--- config.mk ---
export PLATFORM = sky130hd
export DESIGN_NAME = bus_cycle_timer
export DESIGN_NICKNAME = d
export VERILOG_FILES = /design/src/rtl/bct_pkg.sv /design/src/rtl/bct_region_decode.sv /design/src/rtl/bct_speed_reg.sv /design/src/rtl/bct_sequencer.sv /design/src/rtl/bus_cycle_timer.sv
export SDC_FILE = /design/constraint.sdc
export NUM_CORES = 1
export LEC_CHECK = 0
export BUFFER_PORTS_ARGS = -buffer_cell sky130_fd_sc_hd__buf_2
export CORE_UTILIZATION = 48
export CTS_BUF_LIST = sky130_fd_sc_hd__clkbuf_2 sky130_fd_sc_hd__clkbuf_4 sky130_fd_sc_hd__clkbuf_8
export DETAILED_ROUTE_END_ITERATION = 10
export GPL_TIMING_DRIVEN = 1
export PLACE_DENSITY = 0.93
export RECOVER_POWER = 50
export SLEW_MARGIN = 20
export SYNTH_ARGS = -nofsm -noshare
export SYNTH_HDL_FRONTEND = slang
export SYNTH_SLANG_ARGS = --single-unit
--- constraint.sdc ---
create_clock -name clk -period 2.5 [get_ports clk]
set_input_delay 0.75 -clock clk [delete_from_list [all_inputs] [get_ports clk]]
set_output_delay 0.75 -clock clk [all_outputs]
set_load 0.02 [all_outputs]
--- src/rtl/bct_pkg.sv ---
package bct_pkg;
    typedef enum logic [1:0] {
        ST_IDLE  = 2'd0,
        ST_COUNT = 2'd1,
        ST_FINAL = 2'd2
    } bct_state_e;
endpackage

--- src/rtl/bct_region_decode.sv ---
module bct_region_decode #(
    parameter int ADDR_W   = 24,
    parameter int CNT_W    = 4,
    parameter int FAST_LEN = 6,
    parameter int SLOW_LEN = 8,
    parameter int LONG_LEN = 12
) (
    input  logic [ADDR_W-1:0] addr,
    input  logic              fast_sel,
    output logic [CNT_W-1:0]  len
);
    localparam int TOP_BIT  = ADDR_W - 1;
    localparam int HIGH_BIT = ADDR_W - 2;

    logic [15:0] lo_plus;
    logic [15:0] lo_minus;
    logic        upper_hit;
    logic [CNT_W-1:0] sel_len;

    always_comb begin
        lo_plus   = addr[15:0] + 16'h6000;
        lo_minus  = addr[15:0] - 16'h4000;
        upper_hit = addr[HIGH_BIT] | addr[15];
        sel_len   = fast_sel ? CNT_W'(FAST_LEN) : CNT_W'(SLOW_LEN);
        if (upper_hit) begin
            len = addr[TOP_BIT] ? sel_len : CNT_W'(SLOW_LEN);
        end else if (lo_plus[14]) begin
            len = CNT_W'(SLOW_LEN);
        end else if (|lo_minus[14:9]) begin
            len = CNT_W'(FAST_LEN);
        end else begin
            len = CNT_W'(LONG_LEN);
        end
    end
endmodule

--- src/rtl/bct_speed_reg.sv ---
module bct_speed_reg (
    input  logic clk,
    input  logic rst_n,
    input  logic we,
    input  logic val,
    output logic fast
);
    always_ff @(posedge clk) begin
        if (!rst_n) begin
            fast <= 1'b0;
        end else if (we) begin
            fast <= val;
        end
    end
endmodule

--- src/rtl/bct_sequencer.sv ---
module bct_sequencer
    import bct_pkg::*;
#(
    parameter int CNT_W = 4
) (
    input  logic             clk,
    input  logic             rst_n,
    input  logic             start,
    input  logic [CNT_W-1:0] len_in,
    output logic             busy,
    output logic             done,
    output logic [CNT_W-1:0] len_q
);
    localparam logic [CNT_W-1:0] LAST_CNT = CNT_W'(2);

    bct_state_e       state_q, state_d;
    logic [CNT_W-1:0] cnt_q;

    always_ff @(posedge clk) begin
        if (!rst_n) begin
            state_q <= ST_IDLE;
            cnt_q   <= '0;
            len_q   <= '0;
        end else begin
            state_q <= state_d;
            if (state_q == ST_IDLE && start) begin
                cnt_q <= len_in;
                len_q <= len_in;
            end else if (state_q == ST_COUNT) begin
                cnt_q <= cnt_q - 1'b1;
            end
        end
    end

    always_comb begin
        state_d = state_q;
        busy    = 1'b0;
        done    = 1'b0;
        unique case (state_q)
            ST_IDLE: begin
                if (start) state_d = ST_COUNT;
            end
            ST_COUNT: begin
                busy = 1'b1;
                if (cnt_q == LAST_CNT) state_d = ST_FINAL;
            end
            ST_FINAL: begin
                busy    = 1'b1;
                done    = 1'b1;
                state_d = ST_IDLE;
            end
            default: state_d = ST_IDLE;
        endcase
    end
endmodule

--- src/rtl/bus_cycle_timer.sv ---
module bus_cycle_timer #(
    parameter int ADDR_W   = 24,
    parameter int CNT_W    = 4,
    parameter int FAST_LEN = 6,
    parameter int SLOW_LEN = 8,
    parameter int LONG_LEN = 12
) (
    input  logic              clk,
    input  logic              rst_n,
    input  logic              start,
    input  logic [ADDR_W-1:0] addr,
    input  logic              spd_we,
    input  logic              spd_val,
    output logic              busy,
    output logic              done,
    output logic [CNT_W-1:0]  cyc_len
);
    logic             fast_q;
    logic [CNT_W-1:0] dec_len;

    bct_speed_reg u_speed (
        .clk   (clk),
        .rst_n (rst_n),
        .we    (spd_we),
        .val   (spd_val),
        .fast  (fast_q)
    );

    bct_region_decode #(
        .ADDR_W   (ADDR_W),
        .CNT_W    (CNT_W),
        .FAST_LEN (FAST_LEN),
        .SLOW_LEN (SLOW_LEN),
        .LONG_LEN (LONG_LEN)
    ) u_decode (
        .addr     (addr),
        .fast_sel (fast_q),
        .len      (dec_len)
    );

    bct_sequencer #(
        .CNT_W (CNT_W)
    ) u_seq (
        .clk    (clk),
        .rst_n  (rst_n),
        .start  (start),
        .len_in (dec_len),
        .busy   (busy),
        .done   (done),
        .len_q  (cyc_len)
    );
endmodule

### After elaboration in Yosys (flattened, before gate mapping)

Index checks and enable logic that the tools add are counted.

| word-level totals | value |
|---|---|
| flip-flop bits (word level) | 11 |
| word-level logic and storage cells | 31 |
| output and inout port bits | 6 |
| bits of input ports | 29 |

| cells by class | value |
|---|---|
| $add $sub $neg | 3 |
| equal/unequal tests | 5 |
| bitwise operators | 1 |
| multiplexer cells | 12 |
| reduce and logical (&&, ||, !) cells | 6 |

Operator list:

| operator | number |
|---|---|
| $mux 4 | 7 |
| $add 15x15->15 const B | 1 |
| $sub 15x15->15 const B | 1 |
| $reduce_or 6->1 | 1 |
| $eq 4x2->1 const B | 1 |
| $mux 2 | 2 |
| $ne 2x2->1 const B | 2 |
| $pmux 2 s2 | 1 |
| $sub 4x1->4 const B | 1 |
| $eq 2x1->1 const B | 1 |
| $eq 2x2->1 const B | 1 |
| $logic_not 2->1 | 1 |
| $mux 1 | 2 |
| $reduce_and 2->1 | 1 |
| $reduce_bool 2->1 | 1 |
| $reduce_or 2->1 | 1 |
| $logic_and 1x1->1 | 1 |
| $or 1x1->1 | 1 |

### Logic depth before layout (Yosys ltp)

Gate-level depths: netlist of the first run.

| depth | value |
|---|---|
| word-level depth | 6 |
| gate-level depth with buffers | 5 |
| depth with buffers taken out | 5 |

### Hierarchy

From an unflattened synthesis of the first run, not the netlist that was laid out.

| second synthesis, totals | value |
|---|---|
| cell total of the unflattened synthesis | 71 |
| area total of the unflattened synthesis | 641.9 um^2 |

By module, submodules not included:

| module | seq. area each (um^2) | area an instance (um^2) | cells an instance | instances |
|---|---|---|---|---|
| bct_sequencer | 200.2 | 529.3 | 58 | 1 |
| bct_region_decode | 0.0 | 76.3 | 10 | 1 |
| bct_speed_reg | 20.0 | 36.3 | 3 | 1 |

### Least setup slack after synthesis of the first run

No wires, ideal clock.

| timing path | value |
|---|---|
| path kind | input-to-reg |
| start point | in addr[13] |
| end point | reg u_seq.cnt_q[1] |
| setup slack | 0.795 ns |
| arrival time | 1.578 ns |
| setup time | 0.127 ns |
| required time | 2.373 ns |
| stages on the path | 5 |
| cell sequence | inv_1 ha_1 or4b_1 nor3_2 o31ai_1 |

| between the ends | value |
|---|---|
| cells in the longest elaborated chain, start to end | 6 |
| elaborated cells on any way between the ends | 7 |

RTL lines:

| what | line | source |
|---|---|---|
| start, declared | bus_cycle_timer.sv:11 | `input logic [ADDR_W-1:0] addr,` |
| $sub 15x15->15 | bct_region_decode.sv:22 | `lo_minus = addr[15:0] - 16'h4000;` |
| $reduce_or 6->1 | bct_region_decode.sv:29 | `end else if (\|lo_minus[14:9]) begin` |
| $mux 4 | bct_region_decode.sv:29 |  |
| $mux 4 * | bct_region_decode.sv:27 | `end else if (lo_plus[14]) begin` |
| $mux 4 * | bct_region_decode.sv:25 | `if (upper_hit) begin` |
| $mux 4 * | bct_sequencer.sv:26 | `if (state_q == ST_IDLE && start) begin` |
| end signal, assigned | bct_sequencer.sv:27 | `cnt_q <= len_in;` |
| end signal, assigned | bct_sequencer.sv:30 | `cnt_q <= cnt_q - 1'b1;` |
| end, declared | bct_sequencer.sv:17 | `logic [CNT_W-1:0] cnt_q;` |

Every way passes the cells marked *; elsewhere a longest branch is shown, timed or not.
A chain may end at the register's enable or synchronous reset.

### Final worst setup path of the first run

| timing path | value |
|---|---|
| start point | reg u_seq.state_q[0] |
| end point | out busy |

| between the ends | value |
|---|---|
| cells in the longest elaborated chain, start to end | 3 |
| elaborated cells on any way between the ends | 4 |

RTL lines:

| what | line | source |
|---|---|---|
| start, declared | bct_sequencer.sv:16 | `bct_state_e state_q, state_d;` |
| start signal, assigned | bct_sequencer.sv:25 | `state_q <= state_d;` |
| $eq 2x2->1 / $eq 2x1->1 (equally long branches) | bct_sequencer.sv:39 | `unique case (state_q)` |
| $reduce_or 2->1 (no source line) * | - |  |
| $mux 1 * | bct_sequencer.sv:39 |  |
| end, declared | bus_cycle_timer.sv:14 | `output logic busy,` |

Marked as above.

==> results.toml, run 1 <==
[synth]
ys_seq_area_share_pct = 31.31
synth-edff-count = 0
ys_top_cells_by_area = "dfxtp_1 (31%), ha_1 (16%), mux2i_1 (4.7%), nand2_1 (4.1%), a21oi_1 (3.1%)"
synth_area_per_cell_um2 = 9.134
syn-cell-area_um2 = 639.4
synthCells = 70
async_flop_share_pct = 0
synth_cell_types = 34
synthTopCellsByCount = "dfxtp_1 (10), ha_1 (8), nand2_1 (7)"
synth-warning-count = 0
yosysTopAreaCell = "dfxtp_1"
synth_top_area_share_pct = 31.31
syn_nets = 107
synth_ff_type = "dfxtp_1"
ys_ff_latch = 10
yosysMostFrequentCell = "dfxtp_1"

[status]
status = "complete, no violations"

[clock_tree]
cts.htree.levels = 1
cts-resized-gates = 0
cts_buffer_depth = 2
path_clk_slew_ns = 0.06
holdBufCountCts = 0
cts_tree = "yes"
clock_latency_ns = 0.25
cts-root-buf = "clkbuf_4"
cts.sinks = 10
numCtsBuffers = 3
post_cts_buffers = 0

[pwr]
power_density_mw_per_mm2 = 922.8
vdd_drop_max_mv = 0.4581
combPwrFrac_pct = 46.0
p_leak_uw = 0.0003435
clkPwrFrac_pct = 19.4
share_seq_of_total_power_pct = 34.6
p_int_uw = 435.7
power_switching_share_pct = 38.13
switchingPower_uw = 268.6

[routing]
wl_um = 1171
viasPerCell = 5.260
drt_iter0_markers = 6
wl_per_cell_um = 11.26
via_count = 547
final_antenna_net_count = 0
drt_first_pass_iters = 2
drc = 0

[floorplanning]
start_util_pct = 54.59
die_h_um = 38.50
ios = 35
die_w_um = 38.50
die-area_mm2 = 0.001482
row_count = 12
coreArea_mm2 = 0.001171

[worst_setup_path]
cp-endpoint = "busy"
crit_type = "flop to primary output"
rr_startpoint = "u_seq.state_q[1]"
required_ns = 1.75
r2r_cells = 5
rrSetupSlack_ns = 0.81
start_kind = "flop"
worstReg2RegEnd = "u_seq.cnt_q[3]"
setup.worst_path.start = "u_seq.state_q[0]"
end_kind = "primary output"
path_max_fanout = 4
arrival_ns = 1.19

[layout]
nNetsFinal = 128
drive_gt1_share_pct = 26.67
area_growth_syn_to_layout_pct = 19.37
n_fill_cell = 99
insertedDiodeCount = 0

[placed_design]
portBuffers = 18
gp_routability_congestion = 0.6740
place_hpwl_um = 961.3

[sta]
min_period_ns = 1.935
hold_viol_final = 0
clock_skew_ns = 0.005413
setup_viol = 0
rsz0062_at_grt = "false"
fin_tns_setup_ns = 0
clock.fmax_mhz = 516.7
whs_ns = 0.4777
maxSlewViolCount = 0
period_share_pct = 77.41

[global_routing]
track_usage_pct = 18.21
grt_pass1_vias = 454
antenna_found_initial = 0
grt_overflow = 0
grt_pass1_wl_um = 1807
grt_max_degree = 11

[worst_hold_path]
hp-class = "flop to flop"

[flow_run]
max_cap_viol_count = 0
## worst max-delay path: stages (launching register included)
cell and delay, ns:
dfxtp_1 0.38, inv_1 0.10, ha_1 0.29, buf_2 0.16
## cell usage in the layout, fill, tap and decap left out, types with 2 or more instances in the layout
master,netlist,final
o31ai_1,2,2
buf_2,0,14
nor2_1,2,2
a21oi_1,4,5
clkbuf_1,1,4
o21ai_1,2,2
mux2i_1,3,3
clkbuf_4,0,3
nor3_1,3,3
nand2_1,7,7
inv_1,5,5
ha_1,8,8
dfxtp_1,10,10
## metrics by stage
stage,cells,power (µW),cell area [µm²],util (%),setup WS (ns)
global placement,100,557.6,735.7,62.82,0.6483
detailed placement,100,576.5,735.7,62.82,0.6281
CTS,104,717.9,772.0,65.92,0.5463
finish,104,704.3,763.2,65.17,0.5647
global route,104,765.8,763.2,65.17,0.4926
floorplan,70,498.9,639.4,-,0.7950
## power groups by stage
| stage | Combinational, µW | Clock, µW | Sequential [µW] |
|---|---|---|---|
| finish | 324 | 137 | 244 |
| detailed placement | 330 | 0 | 247 |
| global route | 367 | 150 | 249 |
| floorplan | 248 | 0 | 250 |
| global placement | 315 | 0 | 243 |
| CTS | 334 | 141 | 243 |
## registers in the layout (all words and copies together) (netlist names)
signal	flops
u_seq.state_q	2
u_speed.fast	1
u_seq.len_q	3
u_seq.cnt_q	4
## how the worst min path moves through the flow
stage | start | end | cells past startpoint
after global routing | u_seq.len_q[1] | u_seq.len_q[1] | 2
after detailed placement | u_seq.len_q[1] | u_seq.len_q[1] | 2
after floorplan | u_seq.state_q[1] | u_seq.state_q[1] | 2
after CTS | u_seq.len_q[1] | u_seq.len_q[1] | 2
final | u_seq.len_q[1] | u_seq.len_q[1] | 2
after global placement | u_seq.len_q[1] | u_seq.len_q[1] | 2
## logic make-up after synthesis
kind of cell,share of synthesized area (%)
compound gates,18.01
xor+xnor,1.370
fa+ha+maj,15.66
buf+inv,5.283
flops,31.31
mux,7.045
other cells,0.5865
simple gates,20.75
## layout make-up
| class | instances | area [µm²] | share of cell area, % |
|---|---|---|---|
| multi-input cells | 52 | 401.6 | 52.62 |
| flip-flops and latches | 10 | 200.2 | 26.23 |
| clock buffers | 4 | 36.28 | 4.754 |
| inverters | 6 | 22.52 | 2.951 |
| well taps | 14 | 17.52 | 2.295 |
| repair buffers | 18 | 85.08 | 11.15 |
## per-layer routing
layer / track usage, % / routed length, µm
met2: 32.08 / 589
met3: 1.744 / 39
met1: 22.06 / 535
met5: 0 / 0
met4: 7.759 / 6
Note: power is estimated with default switching activity, not from simulation.
==> run 2, diff against run 1 <==
--- a/config.mk
+++ b/config.mk
@@ -6,11 +6,11 @@
 export NUM_CORES = 1
 export LEC_CHECK = 0
 export BUFFER_PORTS_ARGS = -buffer_cell sky130_fd_sc_hd__buf_2
-export CORE_UTILIZATION = 48
+export CORE_UTILIZATION = 45
 export CTS_BUF_LIST = sky130_fd_sc_hd__clkbuf_2 sky130_fd_sc_hd__clkbuf_4 sky130_fd_sc_hd__clkbuf_8
 export DETAILED_ROUTE_END_ITERATION = 10
 export GPL_TIMING_DRIVEN = 1
-export PLACE_DENSITY = 0.93
+export PLACE_DENSITY = 0.89
 export RECOVER_POWER = 50
 export SLEW_MARGIN = 20
 export SYNTH_ARGS = -nofsm -noshare
==> constraint.sdc (replaced) <==
create_clock -name clk -period 1.8 [get_ports clk]
set_input_delay 0.54 -clock clk [delete_from_list [all_inputs] [get_ports clk]]
set_output_delay 0.54 -clock clk [all_outputs]
set_load 0.02 [all_outputs]
==> run 2 against run 1 <==
Net effect:
- final area shrank 0.16%
- via count grew 2.9%
- sequential power grew 39%
- routed wire length grew 1.5%
- largest power group unchanged
- sequential share of layout area is essentially flat
- critical endpoint unchanged
==> results.toml, run 2 (same netlist as run 1, synthesis figures left out) <==
[clock_tree]
holdBufCountCts = 0
cts_tree = "yes"
cts.sinks = 10
cts_buffer_depth = 2
cts.htree.levels = 1
post_cts_buffers = 0
clock_latency_ns = 0.26
cts-root-buf = "clkbuf_4"
numCtsBuffers = 3
path_clk_slew_ns = 0.06
cts-resized-gates = 0

[placed_design]
gp_routability_congestion = 0.7198
dpl.cell_count = 102
dp_slack_ns = 0.1319
place_hpwl_um = 1013
portBuffers = 18

[routing]
drt_first_pass_iters = 4
wl_um = 1189
final_antenna_net_count = 0
wl_met3_um = 60
met2_length_um = 589
wl_per_cell_um = 11.32
viasPerCell = 5.362
wl_met1_um = 531
drt_iter0_markers = 7
via_count = 563
drc = 0
top_layer = "met4"

[layout]
final_cell_mix = "buf_2 (14), dfxtp_1 (10), ha_1 (8), nand2_1 (7), inv_1 (5)"
n_fill_cell = 126
insertedDiodeCount = 0
top_regs = "u_seq.cnt_q (4), u_seq.len_q (3), u_seq.state_q (2)"
regMostFlops = "u_seq.cnt_q"
seq_area_um2 = 200.2
nNetsFinal = 129
multi_input_area_um2 = 405.4
largest_reg_flops = 4
layout.cells.non_filler = 105
final_common_cell = "buf_2"
drive_gt1_share_pct = 27.78
area_growth_syn_to_layout_pct = 19.18

[global_routing]
grt_overflow = 0
grt_pass1_wl_um = 1938
track_usage_pct = 18.76
antenna_found_initial = 0
grt_max_degree = 11
grt_pass1_vias = 513

[sta]
setup_viol = 0
clock_skew_ns = 0.0008262
setup_slack_ns = 0.07744
period_share_pct = 95.70
clock.fmax_mhz = 580.5
rsz0062_at_grt = "false"
fin_tns_setup_ns = 0
hold_viol_final = 0
whs_ns = 0.4767
maxSlewViolCount = 0
min_period_ns = 1.723

[pwr]
vdd_drop_max_mv = 0.5768
share_seq_of_total_power_pct = 35.8
power_uw = 943.9
switchingPower_uw = 374.1
power_switching_share_pct = 39.64
p_leak_uw = 0.0003419
combPwrFrac_pct = 48.5
clkPwrFrac_pct = 15.7
power_density_mw_per_mm2 = 1239
p_int_uw = 569.7

[worst_setup_path]
arrival_ns = 1.18
end_kind = "primary output"
rr_startpoint = "u_seq.state_q[1]"
setup.worst_path.start = "u_seq.state_q[0]"
crit_type = "flop to primary output"
required_ns = 1.26
path_max_fanout = 4
start_kind = "flop"

[flow_run]
max_cap_viol_count = 0

[floorplanning]
coreArea_mm2 = 0.001318
die-area_mm2 = 0.001576
start_util_pct = 48.53
ios = 35
die_h_um = 39.70
row_count = 13
die_w_um = 39.70

[status]
status = "complete, no violations"

[worst_hold_path]
min_from = "u_seq.len_q[1]"
hp-class = "flop to flop"
-- run 2: cell count changes in the layout (fill, tap and decap cells not counted), sizes merged --
cell,previous run,this run
clkbuf,8,7
buf,14,15
-- run 2: cell type report --
class / count / share of cell area, %
clock buffers: 3 / 2.956
repair buffers: 19 / 12.15
well taps: 15 / 2.463
flip-flops and latches: 10 / 26.27
inverters: 6 / 2.956
multi-input cells: 52 / 53.20
-- run 2: worst paths after layout --
path,end,slack (ns),cells after the start
setup reg to reg,u_seq.cnt_q[3],0.31,5
hold reg to reg,u_seq.len_q[1],0.48,2
setup / recovery,busy,0.08,3
hold / removal,u_seq.len_q[1],0.48,2
-- run 2: power by group through the flow --
stage          logic, µW  clock network, µW  registers (µW)
2_1_floorplan        345                  0             348
3_3_place_gp         448                  0             338
3_5_place_dp         465                  0             343
4_1_cts              470                150             338
5_1_grt              521                158             348
6_report             458                149             338
-- run 2: routing by layer --
layer  vias to the layer above  track usage [%]
met5                         -                0
met4                         0            10.34
met3                         2            5.114
met2                        21            32.38
met1                       250            20.20
li1                        290                -
-- run 2: through the flow --
stage	cell area (µm²)	utilization (%)
after floorplan	639.4	-
after detailed placement	744.5	56.51
after global routing	762.0	57.83
final	762.0	57.83
after CTS	767.0	58.21
after global placement	744.5	56.51
-- run 2: worst max-delay path, cell delays in order (launching register included) --
cell	delay, ns
dfxtp_1	0.38
inv_1	0.09
ha_1	0.29
buf_2	0.16
